==> src/rtl/ddr_init_pkg.sv <==
package ddr_init_pkg;

    // {ras_n, cas_n, we_n}
    typedef enum logic [2:0] {
        CMD_LMR = 3'b000,
        CMD_REF = 3'b001,
        CMD_PRE = 3'b010,
        CMD_ACT = 3'b011,
        CMD_WR  = 3'b100,
        CMD_RD  = 3'b101,
        CMD_NOP = 3'b111
    } cmd_t;

    typedef enum logic [3:0] {
        ST_PWR_WAIT,
        ST_CKE_SETUP,
        ST_PRE_A,
        ST_LOAD_EXT,
        ST_LOAD_DLLRST,
        ST_PRE_B,
        ST_REF_A,
        ST_REF_B,
        ST_LOAD_RUN,
        ST_DONE
    } state_t;

endpackage

==> src/rtl/init_step_timer.sv <==
module init_step_timer #(
    parameter int CW      = 16,
    parameter int RST_VAL = 0
) (
    input  logic          clk,
    input  logic          rst,
    input  logic          load,
    input  logic [CW-1:0] load_val,
    output logic          expired
);
    logic [CW-1:0] cnt_q;

    always_ff @(posedge clk) begin
        if (rst) begin
            cnt_q <= CW'(RST_VAL);
        end else if (load) begin
            cnt_q <= load_val;
        end else if (cnt_q != '0) begin
            cnt_q <= cnt_q - 1'b1;
        end
    end

    assign expired = (cnt_q == '0);
endmodule

==> src/rtl/init_mode_words.sv <==
module init_mode_words #(
    parameter int          ADDR_W      = 13,
    parameter logic [2:0]  BURST_CODE  = 3'b010,
    parameter logic        BURST_TYPE  = 1'b0,
    parameter logic [2:0]  CAS_CODE    = 3'b011,
    parameter logic        DRV_REDUCED = 1'b0
) (
    output logic [ADDR_W-1:0] pre_word,
    output logic [ADDR_W-1:0] ext_word,
    output logic [ADDR_W-1:0] dllrst_word,
    output logic [ADDR_W-1:0] run_word
);
    localparam int A10 = 10;
    localparam int A8  = 8;

    logic [ADDR_W-1:0] base_mode;

    always_comb begin
        pre_word       = '0;
        pre_word[A10]  = 1'b1;

        ext_word       = '0;
        ext_word[0]    = 1'b0;
        ext_word[1]    = DRV_REDUCED;

        base_mode      = '0;
        base_mode[2:0] = BURST_CODE;
        base_mode[3]   = BURST_TYPE;
        base_mode[6:4] = CAS_CODE;

        run_word       = base_mode;
        dllrst_word    = base_mode;
        dllrst_word[A8] = 1'b1;
    end
endmodule

==> src/rtl/init_pin_reg.sv <==
module init_pin_reg #(
    parameter int ADDR_W = 13,
    parameter int BANK_W = 2
) (
    input  logic              clk,
    input  logic              rst,
    input  logic              cke_d,
    input  logic [2:0]        cmd_d,
    input  logic [BANK_W-1:0] ba_d,
    input  logic [ADDR_W-1:0] addr_d,
    input  logic              done_d,
    output logic              cke,
    output logic              cs_n,
    output logic              ras_n,
    output logic              cas_n,
    output logic              we_n,
    output logic [BANK_W-1:0] ba,
    output logic [ADDR_W-1:0] addr,
    output logic              init_done
);
    always_ff @(posedge clk) begin
        if (rst) begin
            cke       <= 1'b0;
            cs_n      <= 1'b1;
            {ras_n, cas_n, we_n} <= 3'b111;
            ba        <= '0;
            addr      <= '0;
            init_done <= 1'b0;
        end else begin
            cke       <= cke_d;
            cs_n      <= ~cke_d;
            {ras_n, cas_n, we_n} <= cmd_d;
            ba        <= ba_d;
            addr      <= addr_d;
            init_done <= done_d;
        end
    end
endmodule

==> src/rtl/ddr_pwrup_seq.sv <==
module ddr_pwrup_seq
    import ddr_init_pkg::*;
#(
    parameter int          CLK_MHZ      = 200,
    parameter int          PWRUP_US     = 200,
    parameter int          PWRUP_CYCLES = CLK_MHZ * PWRUP_US,
    parameter int          TRP_CYC      = 3,
    parameter int          TMRD_CYC     = 2,
    parameter int          TRFC_CYC     = 14,
    parameter int          LOCK_CYC     = 200,
    parameter int          ADDR_W       = 13,
    parameter int          BANK_W       = 2,
    parameter logic [2:0]  BURST_CODE   = 3'b010,
    parameter logic        BURST_TYPE   = 1'b0,
    parameter logic [2:0]  CAS_CODE     = 3'b011,
    parameter logic        DRV_REDUCED  = 1'b0
) (
    input  logic              clk,
    input  logic              rst,
    output logic              cke,
    output logic              cs_n,
    output logic              ras_n,
    output logic              cas_n,
    output logic              we_n,
    output logic [BANK_W-1:0] ba,
    output logic [ADDR_W-1:0] addr,
    output logic              init_done
);
    localparam int MAX_A = (PWRUP_CYCLES > LOCK_CYC) ? PWRUP_CYCLES : LOCK_CYC;
    localparam int MAX_B = (TRFC_CYC > TRP_CYC) ? TRFC_CYC : TRP_CYC;
    localparam int MAX_C = (MAX_B > TMRD_CYC) ? MAX_B : TMRD_CYC;
    localparam int MAXD  = (MAX_A > MAX_C) ? MAX_A : MAX_C;
    localparam int CW    = $clog2(MAXD + 1);

    state_t            state_q, state_nx;
    logic              first_q;
    logic              tmr_expired;
    logic              tmr_load;
    logic [CW-1:0]     tmr_val;

    logic [ADDR_W-1:0] pre_word, ext_word, dllrst_word, run_word;

    logic              cke_c, done_c;
    cmd_t              cmd_c;
    logic [BANK_W-1:0] ba_c;
    logic [ADDR_W-1:0] addr_c;

    function automatic logic [CW-1:0] dwell_m1(state_t s);
        logic [CW-1:0] r;
        case (s)
            ST_PWR_WAIT:    r = CW'(PWRUP_CYCLES - 1);
            ST_PRE_A,
            ST_PRE_B:       r = CW'(TRP_CYC - 1);
            ST_LOAD_EXT,
            ST_LOAD_DLLRST: r = CW'(TMRD_CYC - 1);
            ST_REF_A,
            ST_REF_B:       r = CW'(TRFC_CYC - 1);
            ST_LOAD_RUN:    r = CW'(LOCK_CYC - 1);
            default:        r = '0;
        endcase
        return r;
    endfunction

    // Next-state logic: each state holds for its dwell, then advances.
    always_comb begin
        state_nx = state_q;
        if (tmr_expired) begin
            unique case (state_q)
                ST_PWR_WAIT:    state_nx = ST_CKE_SETUP;
                ST_CKE_SETUP:   state_nx = ST_PRE_A;
                ST_PRE_A:       state_nx = ST_LOAD_EXT;
                ST_LOAD_EXT:    state_nx = ST_LOAD_DLLRST;
                ST_LOAD_DLLRST: state_nx = ST_PRE_B;
                ST_PRE_B:       state_nx = ST_REF_A;
                ST_REF_A:       state_nx = ST_REF_B;
                ST_REF_B:       state_nx = ST_LOAD_RUN;
                ST_LOAD_RUN:    state_nx = ST_DONE;
                ST_DONE:        state_nx = ST_DONE;
            endcase
        end
        tmr_load = (state_nx != state_q);
        tmr_val  = dwell_m1(state_nx);
    end

    // State register
    always_ff @(posedge clk) begin
        if (rst) begin
            state_q <= ST_PWR_WAIT;
            first_q <= 1'b1;
        end else begin
            state_q <= state_nx;
            first_q <= (state_nx != state_q);
        end
    end

    // Output decode: command only on the first cycle of a command state
    always_comb begin
        cmd_c  = CMD_NOP;
        ba_c   = '0;
        addr_c = '0;
        cke_c  = (state_q != ST_PWR_WAIT);
        done_c = (state_q == ST_DONE);
        if (first_q) begin
            unique case (state_q)
                ST_PRE_A, ST_PRE_B: begin
                    cmd_c  = CMD_PRE;
                    addr_c = pre_word;
                end
                ST_LOAD_EXT: begin
                    cmd_c  = CMD_LMR;
                    ba_c   = BANK_W'(1);
                    addr_c = ext_word;
                end
                ST_LOAD_DLLRST: begin
                    cmd_c  = CMD_LMR;
                    addr_c = dllrst_word;
                end
                ST_LOAD_RUN: begin
                    cmd_c  = CMD_LMR;
                    addr_c = run_word;
                end
                ST_REF_A, ST_REF_B: begin
                    cmd_c  = CMD_REF;
                end
                ST_PWR_WAIT, ST_CKE_SETUP, ST_DONE: begin
                    cmd_c  = CMD_NOP;
                end
            endcase
        end
    end

    init_step_timer #(
        .CW      (CW),
        .RST_VAL (PWRUP_CYCLES - 1)
    ) u_timer (
        .clk      (clk),
        .rst      (rst),
        .load     (tmr_load),
        .load_val (tmr_val),
        .expired  (tmr_expired)
    );

    init_mode_words #(
        .ADDR_W      (ADDR_W),
        .BURST_CODE  (BURST_CODE),
        .BURST_TYPE  (BURST_TYPE),
        .CAS_CODE    (CAS_CODE),
        .DRV_REDUCED (DRV_REDUCED)
    ) u_words (
        .pre_word    (pre_word),
        .ext_word    (ext_word),
        .dllrst_word (dllrst_word),
        .run_word    (run_word)
    );

    init_pin_reg #(
        .ADDR_W (ADDR_W),
        .BANK_W (BANK_W)
    ) u_pins (
        .clk       (clk),
        .rst       (rst),
        .cke_d     (cke_c),
        .cmd_d     (cmd_c),
        .ba_d      (ba_c),
        .addr_d    (addr_c),
        .done_d    (done_c),
        .cke       (cke),
        .cs_n      (cs_n),
        .ras_n     (ras_n),
        .cas_n     (cas_n),
        .we_n      (we_n),
        .ba        (ba),
        .addr      (addr),
        .init_done (init_done)
    );
endmodule

==> config.mk <==
export PLATFORM = sky130hd
export DESIGN_NAME = ddr_pwrup_seq
export DESIGN_NICKNAME = d
export VERILOG_FILES = /design/src/rtl/ddr_init_pkg.sv /design/src/rtl/init_step_timer.sv /design/src/rtl/init_mode_words.sv /design/src/rtl/init_pin_reg.sv /design/src/rtl/ddr_pwrup_seq.sv
export SDC_FILE = /design/constraint.sdc
export NUM_CORES = 1
export LEC_CHECK = 0
export BUFFER_PORTS_ARGS = -buffer_cell sky130_fd_sc_hd__buf_2
export CELL_PAD_IN_SITES_DETAIL_PLACEMENT = 1
export CELL_PAD_IN_SITES_GLOBAL_PLACEMENT = 2
export CORE_ASPECT_RATIO = 0.6
export CORE_MARGIN = 2
export CORE_UTILIZATION = 25
export DETAILED_ROUTE_END_ITERATION = 8
export PLACE_DENSITY_LB_ADDON = 0.25
export SYNTH_ARGS = -nofsm -noshare
export SYNTH_HDL_FRONTEND = slang
export SYNTH_SLANG_ARGS = --single-unit
==> constraint.sdc <==
create_clock -name clk -period 5.6 [get_ports clk]
set_clock_uncertainty 0.1 [all_clocks]
set_input_delay 1.12 -clock clk [delete_from_list [all_inputs] [get_ports clk]]
set_output_delay 1.12 -clock clk [all_outputs]
set_load 0.02 [all_outputs]
==> results.txt, run 1 <==
The flow ran to the end, and the final reports show no timing, DRC or antenna violations. The overall global routing resource usage is 12.66%. The worst setup path is launched from a register. Summing all placed instances gives a cell area of 1800 um2. The combinational cell fraction of total power is 7.6%. The setup violation total in the final timing report came out at 0. IR analysis of the VDD net gives a maximum drop of 0.00009176 V. Entering global routing, the biggest net connects 23 pins. After synthesis, the cell types taking the most area are sky130_fd_sc_hd__dfxtp_1 36%, sky130_fd_sc_hd__buf_4 5.2%, sky130_fd_sc_hd__ha_1 5.1%, sky130_fd_sc_hd__nor2_1 4.6%, sky130_fd_sc_hd__nor4_4 3.7%. The count of nets left with antenna violations after detail routing is 0. After synthesis, the largest area contributor takes up 36.05% of total cell area. TritonCTS built the clock tree. Across all layers, the routed design uses 1,388 vias.

The final critical-path share of the clock period is 59.38%. The floorplan step set the die width to 111.1 um. Derived from the worst setup path, the maximum achievable clock frequency is 300.7 MHz. The share of layout cells above drive strength 1 is 12.08%. Leaving out fill and tap cells, the most frequent cells in the layout are 31 x sky130_fd_sc_hd__dfxtp_1, 21 x sky130_fd_sc_hd__nor2_1, 13 x sky130_fd_sc_hd__buf_2.

The final layout net count came out at 215. The routability congestion estimate is 0.7327. For the pin with the worst max-slew slack, the measured transition is 0.6941 ns.

The I/O pin count came out at 23. The net switching share of the total power is 24.25%. The final antenna diode count is 0. In this run, synthesis inferred 0 flip-flops with an integrated enable. For this run, the slowest stage of the critical path takes 0.62 ns. The relative slew slack came out at 53.66%. The clock passes through at most 2 buffers. The count of hold buffers inserted by post-cts repair came out at 0.

The number of global-route vias before repair is 1,289. The final number of hold-violating endpoints came to 0. The DRC violation total after the first TritonRoute iteration came out at 95. The cell sitting at the root of the clock tree is a sky130_fd_sc_hd__clkbuf_16. The arrival time at the worst endpoint is 3.39 ns.

Internal power comes to 0.4039 mW. The total core area is 6676 um2. Along the worst path, the maximum fanout reaches 18.

The initial core utilization is 25.79%. The clock transition at the registers of the reported paths is 0.05 ns. The leakage power total came out at 0.7517 nW. Leaving out fill and tap cells, the most frequent cell in the layout is sky130_fd_sc_hd__dfxtp_1. The per-cell via count in the routed design came out at 4.721. The number of warnings issued by yosys is 0. The setup slack on the worst flop-to-flop path is 2.27 ns.

The global-route congestion overflow total is 0. The post-synthesis cell area is 1722 um2. The worst hold path belongs to the class register to register. On the critical path, the stage with the largest delay is an instance of sky130_fd_sc_hd__a2bb2oi_1. The later pin in the worst-skew pair is clocked with a latency of 0.28 ns. Synthesis handed over a netlist of 199 instances.

The number of levels in the clock H-tree is 2. Across the run, the number of max-cap violations was 0. The worst setup path is captured at a register. The area of the die is 7588 um2. The sum of negative setup slack is 0 ns.

The share of the Yosys chip area taken by registers is 36.05%. The buffers inserted during post-CTS setup optimization came out at 0. The most area-hungry cell type in the Yosys netlist is sky130_fd_sc_hd__dfxtp_1. The worst path setup slack after routing is 2.275 ns. The number of detailed-route iterations in the first pass is 4. The synthesis-to-layout area growth is 12.57%. The async set-or-reset flop fraction in the synthesized netlist is 0%.

For this run, the leading register cell type out of synthesis is sky130_fd_sc_hd__dfxtp_1. The final layout contains routed wiring with a total length of 4.384 mm. The part of the power in registers is 43.9%.

For this run, the share of the core covered by cells in the final layout is 29.03%. The number of placement rows is 23. The power per unit of standard cell area is 275.2 nW/um2. The remaining design rule violation count came out at 0. The vertical extent of the die came out at 68.28 um. The number of antenna violations at the first check in global routing came out at 0. The required time of the critical path came out at 5.66 ns. The post-CTS resize count is 0. In the final routed layout, each cell accounts on average for 14.91 um. The completed layout was analyzed and its total power is 0.5333 mW. The setup slack after placement came out at 2.300 ns.

The count of input and output buffers came out at 13. The first global-routing pass estimated 7.251 mm of wire. Of the total power, the clock network draws 48.5%. The final standard cell area without fillers came out at 1938 um2.

Synthesis instantiated 50 different standard cells from the library. The average footprint of a synthesized cell is 8.652 um2. Traced cell by cell, the critical path runs through inv_1, ha_1, nor3b_1, nand4_2, a2bb2oi_1, ha_1, inv_1, maj3_1, o21ai_0, a32oi_1, or2_1. Clock tree synthesis found a total of 31 sinks. The final HPWL from detailed placement is 3.225 mm. The worst path needs 3.325 ns of the cycle, external delays included. The final-report max-slew violation count is 0.

The switching component of the power came out at 0.1293 mW. The synthesis-stage register bit count is 31. The clock buffer count from CTS came out at 5. By startpoint and endpoint, the worst setup path is classified as register to register.

Setup repair after global routing left no endpoint under its margin.
flip-flops by register name, summed over array words and instances (netlist names):
signal	cells
u_pins.addr	3
state_q	4
u_timer.cnt_q	16
u_pins.ras_n	1
u_pins.cas_n	1
first_q	1
u_pins.ba	1
u_pins.we_n	1
u_pins.cke	1
u_pins.init_done	1
u_pins.cs_n	1
metal layers:
layer / track usage [%] / up-vias / wire [um]
met5: 0 / - / 0
met4: 3.704 / 0 / 40
met3: 3.986 / 4 / 173
met2: 15.49 / 26 / 1580
met1: 19.96 / 667 / 2590
li1: - / 691 / -
kinds of logic after synthesis:
| family | after synthesis | synth area share [%] |
|---|---|---|
| and+or+nand+nor | 76 | 26.96 |
| muxes | 2 | 1.235 |
| other | 1 | 0.2178 |
| adders and majority gates | 9 | 6.250 |
| buffers and inverters | 30 | 9.230 |
| DFF | 31 | 36.05 |
| AOI/OAI and AO/OA | 41 | 15.48 |
| xor gates and xnor gates | 9 | 4.578 |
path summary, 6_finish.rpt:
check                                                       to  depth (start not counted)                            from
worst max-delay path             u_timer.cnt_q[0]$_SDFFE_PP1P_                         11   u_timer.cnt_q[0]$_SDFFE_PP1P_
worst min-delay path            u_timer.cnt_q[15]$_SDFFE_PP1P_                          2  u_timer.cnt_q[15]$_SDFFE_PP1P_
worst max register to register   u_timer.cnt_q[0]$_SDFFE_PP1P_                         11   u_timer.cnt_q[0]$_SDFFE_PP1P_
worst min register to register  u_timer.cnt_q[15]$_SDFFE_PP1P_                          2  u_timer.cnt_q[15]$_SDFFE_PP1P_
power groups by stage:
stage | registers [mW] | logic, mW | clock network (mW)
CTS | 0.234 | 0.0407 | 0.266
detailed placement | 0.239 | 0.0404 | 0
floorplan | 0.236 | 0.0356 | 0
global placement | 0.239 | 0.0410 | 0
finish | 0.234 | 0.0403 | 0.259
global route | 0.235 | 0.0451 | 0.280
area by class of cell:
class	count	area [um2]
Clock buffer	7	132.6
Tap cell	87	108.9
Timing Repair Buffer	13	65.06
Fill cell	795	4738
Inverter	9	33.78
Sequential cell	31	620.6
Clock inverter	1	5.005
Multi-Input combinational cell	146	972.2
metrics by stage:
step	instances	hold slack (ns)
2_1_floorplan	207	0.3689
3_3_place_gp	286	0.4423
3_5_place_dp	286	0.4326
4_1_cts	294	0.4468
5_1_grt	294	0.4870
6_report	294	0.4325
synth_stat cells (2+ instances only):
| cell | n |
|---|---|
| sky130_fd_sc_hd__a21oi_1 | 9 |
| sky130_fd_sc_hd__buf_4 | 12 |
| sky130_fd_sc_hd__nor4_4 | 3 |
| sky130_fd_sc_hd__a21o_1 | 2 |
| sky130_fd_sc_hd__dfxtp_1 | 31 |
| sky130_fd_sc_hd__nand2_1 | 9 |
| sky130_fd_sc_hd__o21ai_1 | 7 |
| sky130_fd_sc_hd__nor3b_1 | 2 |
| sky130_fd_sc_hd__xnor2_1 | 4 |
| sky130_fd_sc_hd__nor3_1 | 5 |
| sky130_fd_sc_hd__nor4_1 | 4 |
| sky130_fd_sc_hd__a22oi_1 | 3 |
| sky130_fd_sc_hd__a2111oi_0 | 2 |
| sky130_fd_sc_hd__nand3b_1 | 2 |
| sky130_fd_sc_hd__nand4_1 | 2 |
| sky130_fd_sc_hd__o21ai_0 | 4 |
| sky130_fd_sc_hd__a21boi_0 | 2 |
| sky130_fd_sc_hd__or2_1 | 2 |
| sky130_fd_sc_hd__a211oi_1 | 3 |
| sky130_fd_sc_hd__inv_1 | 9 |
| sky130_fd_sc_hd__maj3_1 | 2 |
| sky130_fd_sc_hd__nand2b_1 | 7 |
| sky130_fd_sc_hd__xor2_1 | 5 |
| sky130_fd_sc_hd__nand3_1 | 4 |
| sky130_fd_sc_hd__or3_1 | 3 |
| sky130_fd_sc_hd__clkbuf_1 | 8 |
| sky130_fd_sc_hd__nor2_1 | 21 |
| sky130_fd_sc_hd__ha_1 | 7 |
| sky130_fd_sc_hd__nor2b_1 | 4 |
critical path, delay by kind of cell, from the launching register on:
kind / cells / cell delay [ns]
fa+ha+maj: 3 / 0.69
simple gates: 3 / 0.98
buf+inv: 2 / 0.15
flops: 1 / 0.37
compound gates: 3 / 0.93
(Power assumes the default switching activity.)
==> run 2: changes to the inputs <==
==> constraint.sdc (replaced) <==
create_clock -name clk -period 3.43 [get_ports clk]
set_clock_uncertainty 0.1 [all_clocks]
set_input_delay 0.686 -clock clk [delete_from_list [all_inputs] [get_ports clk]]
set_output_delay 0.686 -clock clk [all_outputs]
set_load 0.02 [all_outputs]
==> results.txt, run 2 (synthesized netlist as in run 1, its figures left out) <==
The I/O pin count came out at 23 (unchanged). TritonCTS built the clock tree. The clock buffer count from CTS came out at 5 (unchanged). The setup slack after placement came out at 0.3603 ns (-1.940 ns). The number of antenna violations at the first check in global routing is 0 (unchanged). The relative slew slack came out at 62.19% (+8.5 points).

The number of levels in the clock H-tree came out at 2 (unchanged). The maximum clock rate came out at 321.5 MHz (+6.9%). The power per unit of standard cell area is 483.7 nW/um2 (+76%). STA classifies the critical path startpoint as a register. The transition time at the pin with the least slew margin was 0.5649 ns (-0.1292 ns). The post-CTS resize count is 0 (unchanged). The count of hold buffers inserted by post-cts repair came to 0 (unchanged). The top cell types in the final layout, fill and taps aside, are 31 x sky130_fd_sc_hd__dfxtp_1, 21 x sky130_fd_sc_hd__nor2_1, 13 x sky130_fd_sc_hd__buf_2. The area of the die is 7588 um2 (unchanged). The routed via count is 1,383 (-0.36%). The largest net degree at the start of global routing came out at 18 (-22%).

The final critical-path share of the clock period is 90.70% (+31 points). The vertical extent of the die was 68.28 um (unchanged). The average routed wire per standard cell was 14.80 um (-0.75%).

The per-cell via count in the routed design came out at 4.625 (-2.0%). The wire length after detailed routing came out at 4.425 mm (+0.94%). The number of detailed-route iterations in the first pass was 4 (unchanged). The final antenna diode count was 0 (unchanged). The worst setup path is of the register to register kind.

The DRC violation total after the first TritonRoute iteration came out at 69 (-27%). Compared with the post-synthesis result, the final layout area differs by 16.86%. The largest buffer count on any clock path came out at 2 (unchanged).

On the critical path, the stage with the largest delay is an instance of sky130_fd_sc_hd__dfxtp_1. The setup slack on the worst flop-to-flop path came to 0.32 ns (-1.96 ns). The required time of the critical path is 3.49 ns (-2.17 ns). The overall global routing resource usage came out at 12.72% (+0.066 points). The count of input and output buffers is 13 (unchanged). The clock period minus worst slack came out at 3.111 ns (-0.2146 ns). The routability congestion estimate came out at 0.7981 (+8.9%). The share of layout cells above drive strength 1 is 15.09% (+3.0 points). The remaining design rule violation count came to 0 (unchanged). The clock transition at the registers of the reported paths came out at 0.05 ns (about the same).

The initial core utilization is 25.79% (unchanged). The instance count along the most critical hold path was 2 (unchanged). The hold path startpoint is first_q$_SDFF_PP1_. The worst-case reg-to-reg path depth is 12 (+1). The leakage power total is 0.7966 nW (+6.0%). The worst setup path startpoint is u_timer.cnt_q[1]$_SDFFE_PP1P_. The clock insertion delay at the later pin of the skew report is 0.28 ns (about the same). The buffers inserted during post-CTS setup optimization came to 0 (unchanged). The sum of negative setup slack is 0 ns (unchanged). The final number of hold-violating endpoints came out at 0 (unchanged). The flip-flop count of the largest register, all copies and words added was 16 (unchanged). The minimum hold slack is 0.4427 ns (+0.01017 ns). The worst path setup slack after routing was 0.3191 ns (-1.955 ns). The critical path goes through inv_1, ha_1, nor3b_1, and4_1, a21boi_1, a2bb2oi_1, ha_1, inv_1, maj3_1, o21ai_0, a32oi_1, or2_1. Counting flops per register, the top entry is u_timer.cnt_q. The critical-path maximum fanout is 6 (-12).

The stage delay of the slowest cell on the critical path came out at 0.50 ns (-0.12 ns). The number of placement rows came out at 23 (unchanged). The final layout net count is 220 (+2.3%). The wire length of the first global-routing pass came out at 7.286 mm (+0.48%). The global-route congestion overflow total came out at 0 (unchanged). The total core area came out at 6676 um2 (unchanged). Setup repair after global routing left no endpoint under its margin. The max-capacitance violation count is 0 (unchanged). The final-report max-slew violation count is 0 (unchanged). The largest voltage drop on the vdd net came out at 0.0001616 V (+76%).

The capturing point of the worst reg2reg path is u_timer.cnt_q[0]$_SDFFE_PP1P_. The final HPWL from detailed placement is 3.355 mm (+4.0%). In this run the worst hold path is classified as register to register.

The arrival time at the worst endpoint is 3.17 ns (-0.22 ns). Leaving out fill and tap cells, the most frequent cell in the layout is sky130_fd_sc_hd__dfxtp_1. The share of the core filled with cells in the final layout came out at 30.13% (+1.1 points). The number of global-route vias before repair came out at 1,331 (+3.3%). The kind of end point of the critical path is a register. In this run the critical register-to-register path is launched from u_timer.cnt_q[1]$_SDFFE_PP1P_. The tree is rooted in a sky130_fd_sc_hd__clkbuf_16.

The flow ran to the end, and the final reports show no timing, DRC or antenna violations. The endpoint of the worst hold path is u_pins.cas_n$_SDFF_PP1_. The setup violation total in the final timing report is 0 (unchanged). The count of nets left with antenna violations after detail routing is 0 (unchanged). The count of clock tree sinks is 31 (unchanged). The width of the chip is 111.1 um (unchanged).

The largest registers in the layout are u_timer.cnt_q x16, state_q x4, u_pins.addr x3.
run 2: worst max-delay path: cells and delay by family, from the launching register on:
family,cells,cell delay (ns)
flops,1,0.50
compound gates,4,0.91
simple gates,3,0.58
fa+ha+maj,3,0.75
buf+inv,2,0.17
run 2: layout make-up:
cell class / instances / area [um2]
clock inverter: 2 / 35.03
inverter: 9 / 33.78
tap: 87 / 108.9
timing repair buffer: 18 / 102.6
multi-input combinational: 146 / 972.2
sequential: 31 / 620.6
fill: 803 / 4664
clock buffer: 6 / 138.9
run 2: routing by layer:
metal  global-route usage (%)  routed length (um)  up-vias  share of wire, %
li1                         -                   -      706                 -
met1                    20.15                2693      648                61
met2                    15.41                1498       24                34
met3                    3.543                 183        5               4.1
met4                    4.630                  50        0               1.1
met5                        0                   0        -                 0
run 2: worst max-delay path by stage:
stage                                          endpoint  slack (ns)  cells after the start
final                     u_timer.cnt_q[0]$_SDFFE_PP1P_        0.32                     12
after global routing      u_timer.cnt_q[0]$_SDFFE_PP1P_        0.13                     12
after CTS                 u_timer.cnt_q[0]$_SDFFE_PP1P_        0.32                     12
after detailed placement  u_timer.cnt_q[0]$_SDFFE_PP1P_        0.36                     12
after global placement    u_timer.cnt_q[0]$_SDFFE_PP1P_        0.51                     12
after floorplan           u_timer.cnt_q[0]$_SDFFE_PP1P_        0.60                     12
run 2: per-stage QoR:
step	std cells	total power, mW	instance area, um2
6_report	299	0.9731	2012
5_1_grt	299	1.013	2012
4_1_cts	299	0.9870	2012
3_5_place_dp	291	0.4570	1838
3_3_place_gp	291	0.4573	1838
2_1_floorplan	207	0.4437	1752
run 2: where the power goes:
group          internal, mW  switching, mW  total, mW
clock                 0.361          0.163      0.524
sequential            0.368         0.0103      0.379
combinational        0.0239         0.0468     0.0707
==> run 3: changes to the inputs <==
--- a/config.mk
+++ b/config.mk
@@ -10,7 +10,7 @@
 export CELL_PAD_IN_SITES_GLOBAL_PLACEMENT = 2
 export CORE_ASPECT_RATIO = 0.6
 export CORE_MARGIN = 2
-export CORE_UTILIZATION = 25
+export CORE_UTILIZATION = 34
 export DETAILED_ROUTE_END_ITERATION = 8
 export PLACE_DENSITY_LB_ADDON = 0.25
 export SYNTH_ARGS = -nofsm -noshare
==> results.txt, run 3 (synthesized netlist as in run 1, its figures left out) <==
The clock insertion delay at the later pin of the skew report is 0.29 ns (about the same). The largest net degree at the start of global routing came to 18 (unchanged). The area of the die is 5668 um2 (-25%). The critical-path maximum fanout was 6 (unchanged). The final critical-path share of the clock period came out at 89.03% (-1.7 points). The register area is 620.6 um2 (unchanged). The average routed wire per standard cell came to 16.15 um (+9.2%). TritonCTS built the clock tree. The final total power came out at 0.8346 mW (-14%). The worst path setup slack after routing is 0.3761 ns (+0.05698 ns). The leakage power total was 0.7709 nW (-3.2%). The final layout net count was 220 (unchanged). The top register by number of flip-flops is u_timer.cnt_q.

The final antenna diode count is 0 (unchanged). The largest voltage drop on the vdd net is 0.0001320 V (-18%). The relative slew slack is 61.78% (-0.42 points).

The required time of the critical path came out at 3.51 ns (+0.02 ns). The number of antenna violations at the first check in global routing came out at 0 (unchanged). The setup slack after placement is 0.4040 ns (+0.04376 ns). The DRC violation total after the first TritonRoute iteration came out at 61 (-12%). The wire length after detailed routing was 4.491 mm (+1.5%). The per-cell via count in the routed design is 5.140 (+11%). The share of layout cells above drive strength 1 came out at 15.09% (unchanged).

The final number of hold-violating endpoints is 0 (unchanged). The root buffer cell chosen for the clock tree is sky130_fd_sc_hd__clkbuf_8. The type of the tightest min-delay check is register to register. The setup violation total in the final timing report came to 0 (unchanged). The number of global-route vias before repair is 1,385 (+4.1%).

Setup repair after global routing left no endpoint under its margin. The clock transition at the registers of the reported paths came out at 0.08 ns (+0.03 ns). The largest buffer count on any clock path came to 2 (unchanged). The final HPWL from detailed placement came out at 3.245 mm (-3.3%).

The area used by multi-input combinational logic is 972.2 um2 (unchanged). The critical path is of the register to register type. The routability congestion estimate is 0.8272 (+3.6%). The power per unit of standard cell area is 432.6 nW/um2 (-11%).

The number of detailed-route iterations in the first pass was 4 (unchanged). The max-capacitance violation count came out at 0 (unchanged). The I/O pin count is 23 (unchanged).

The transition time at the pin with the least slew margin is 0.5711 ns (+0.006217 ns). The run finished with clean final reports. The count of nets left with antenna violations after detail routing came to 0 (unchanged). The width of the chip is 95.87 um (-14%). STA classifies the critical path startpoint as a register. The synthesis-to-layout area growth is 12.06%. The arrival time at the worst endpoint is 3.13 ns (-0.04 ns). The clock period minus worst slack came out at 3.054 ns (-0.05698 ns). The post-CTS resize count is 0 (unchanged). The sum of negative setup slack is 0 ns (unchanged). The wire length of the first global-routing pass came out at 7.265 mm (-0.29%). The number of placement rows came to 20 (-13%).

The number of fillers in the final layout was 594 (-26%). The count of input and output buffers is 13 (unchanged). The count of hold buffers inserted by post-cts repair was 0 (unchanged).

The routed via count was 1,429 (+3.3%). The buffers inserted during post-CTS setup optimization is 0 (unchanged). The vertical extent of the die came out at 59.12 um (-13%).

The top cell types in the final layout, fill and taps aside, are 31 x sky130_fd_sc_hd__dfxtp_1, 21 x sky130_fd_sc_hd__nor2_1, 13 x sky130_fd_sc_hd__buf_2. The remaining design rule violation count is 0 (unchanged). The flip-flop count of the largest register, all copies and words added is 16 (unchanged). The largest registers in the layout are u_timer.cnt_q x16, state_q x4, u_pins.addr x3. STA classifies the critical path endpoint as a register. The maximum clock rate is 327.5 MHz (+1.9%). The count of clock tree sinks is 31 (unchanged). The global-route congestion overflow total was 0 (unchanged). The library cell used most frequently in the layout, excluding fill and tap cells, is sky130_fd_sc_hd__dfxtp_1.

The overall global routing resource usage was 17.58% (+4.9 points). The number of levels in the clock H-tree is 2 (unchanged). The final-report max-slew violation count is 0 (unchanged). The clock buffer count from CTS came out at 5 (unchanged). The total core area came out at 4980 um2 (-25%). The initial core utilization was 34.57% (+8.8 points).
run 3: cell counts in the layout (fill, tap and decap cells not counted):
No cell type changed its count.
run 3: worst paths after layout:
path              cells past startpoint                             end  slack [ns]                            from
setup / recovery                     12   u_timer.cnt_q[0]$_SDFFE_PP1P_        0.38   u_timer.cnt_q[0]$_SDFFE_PP1P_
hold / removal                        2  u_timer.cnt_q[15]$_SDFFE_PP1P_        0.43  u_timer.cnt_q[15]$_SDFFE_PP1P_
setup reg to reg                     12   u_timer.cnt_q[0]$_SDFFE_PP1P_        0.38   u_timer.cnt_q[0]$_SDFFE_PP1P_
hold reg to reg                       2  u_timer.cnt_q[15]$_SDFFE_PP1P_        0.43  u_timer.cnt_q[15]$_SDFFE_PP1P_
run 3: layout make-up:
class	count	area share [%]
tap	66	4.280
timing repair buffer	18	5.318
inverter	9	1.751
clock buffer	6	4.280
sequential	31	32.17
multi-input combinational	146	50.39
clock inverter	2	1.816
run 3: power breakdown:
part	leakage, nW	internal, mW	switching [mW]	total (mW)
combinational	0.458	0.0238	0.0468	0.0706
clock	0.0612	0.235	0.152	0.388
sequential	0.252	0.368	0.00860	0.376
run 3: critical path, stage by stage (launching register included):
cell and delay (ns):
sky130_fd_sc_hd__dfxtp_1 0.47, sky130_fd_sc_hd__inv_1 0.10, sky130_fd_sc_hd__ha_1 0.20, sky130_fd_sc_hd__nor3b_1 0.15
sky130_fd_sc_hd__and4_1 0.21, sky130_fd_sc_hd__a21boi_1 0.15, sky130_fd_sc_hd__a2bb2oi_1 0.50, sky130_fd_sc_hd__ha_1 0.24
sky130_fd_sc_hd__inv_1 0.04, sky130_fd_sc_hd__maj3_1 0.32, sky130_fd_sc_hd__o21ai_0 0.14, sky130_fd_sc_hd__a32oi_1 0.10
sky130_fd_sc_hd__or2_1 0.21
run 3: per-stage QoR:
step	hold WS [ns]	cells	util, %	cell area (um2)
floorplan	0.3689	207	-	1752
global placement	0.4075	270	36.38	1812
detailed placement	0.4062	270	36.38	1812
CTS	0.4239	278	38.74	1929
global route	0.4871	278	38.74	1929
finish	0.4260	278	38.74	1929
run 3: routing by layer:
metal	global-route usage [%]	up-vias	part of all wire [%]
li1	-	696	-
met1	25.31	701	55
met2	25.47	29	41
met3	4.198	3	3.4
met4	6.735	0	0.62
met5	0	-	0
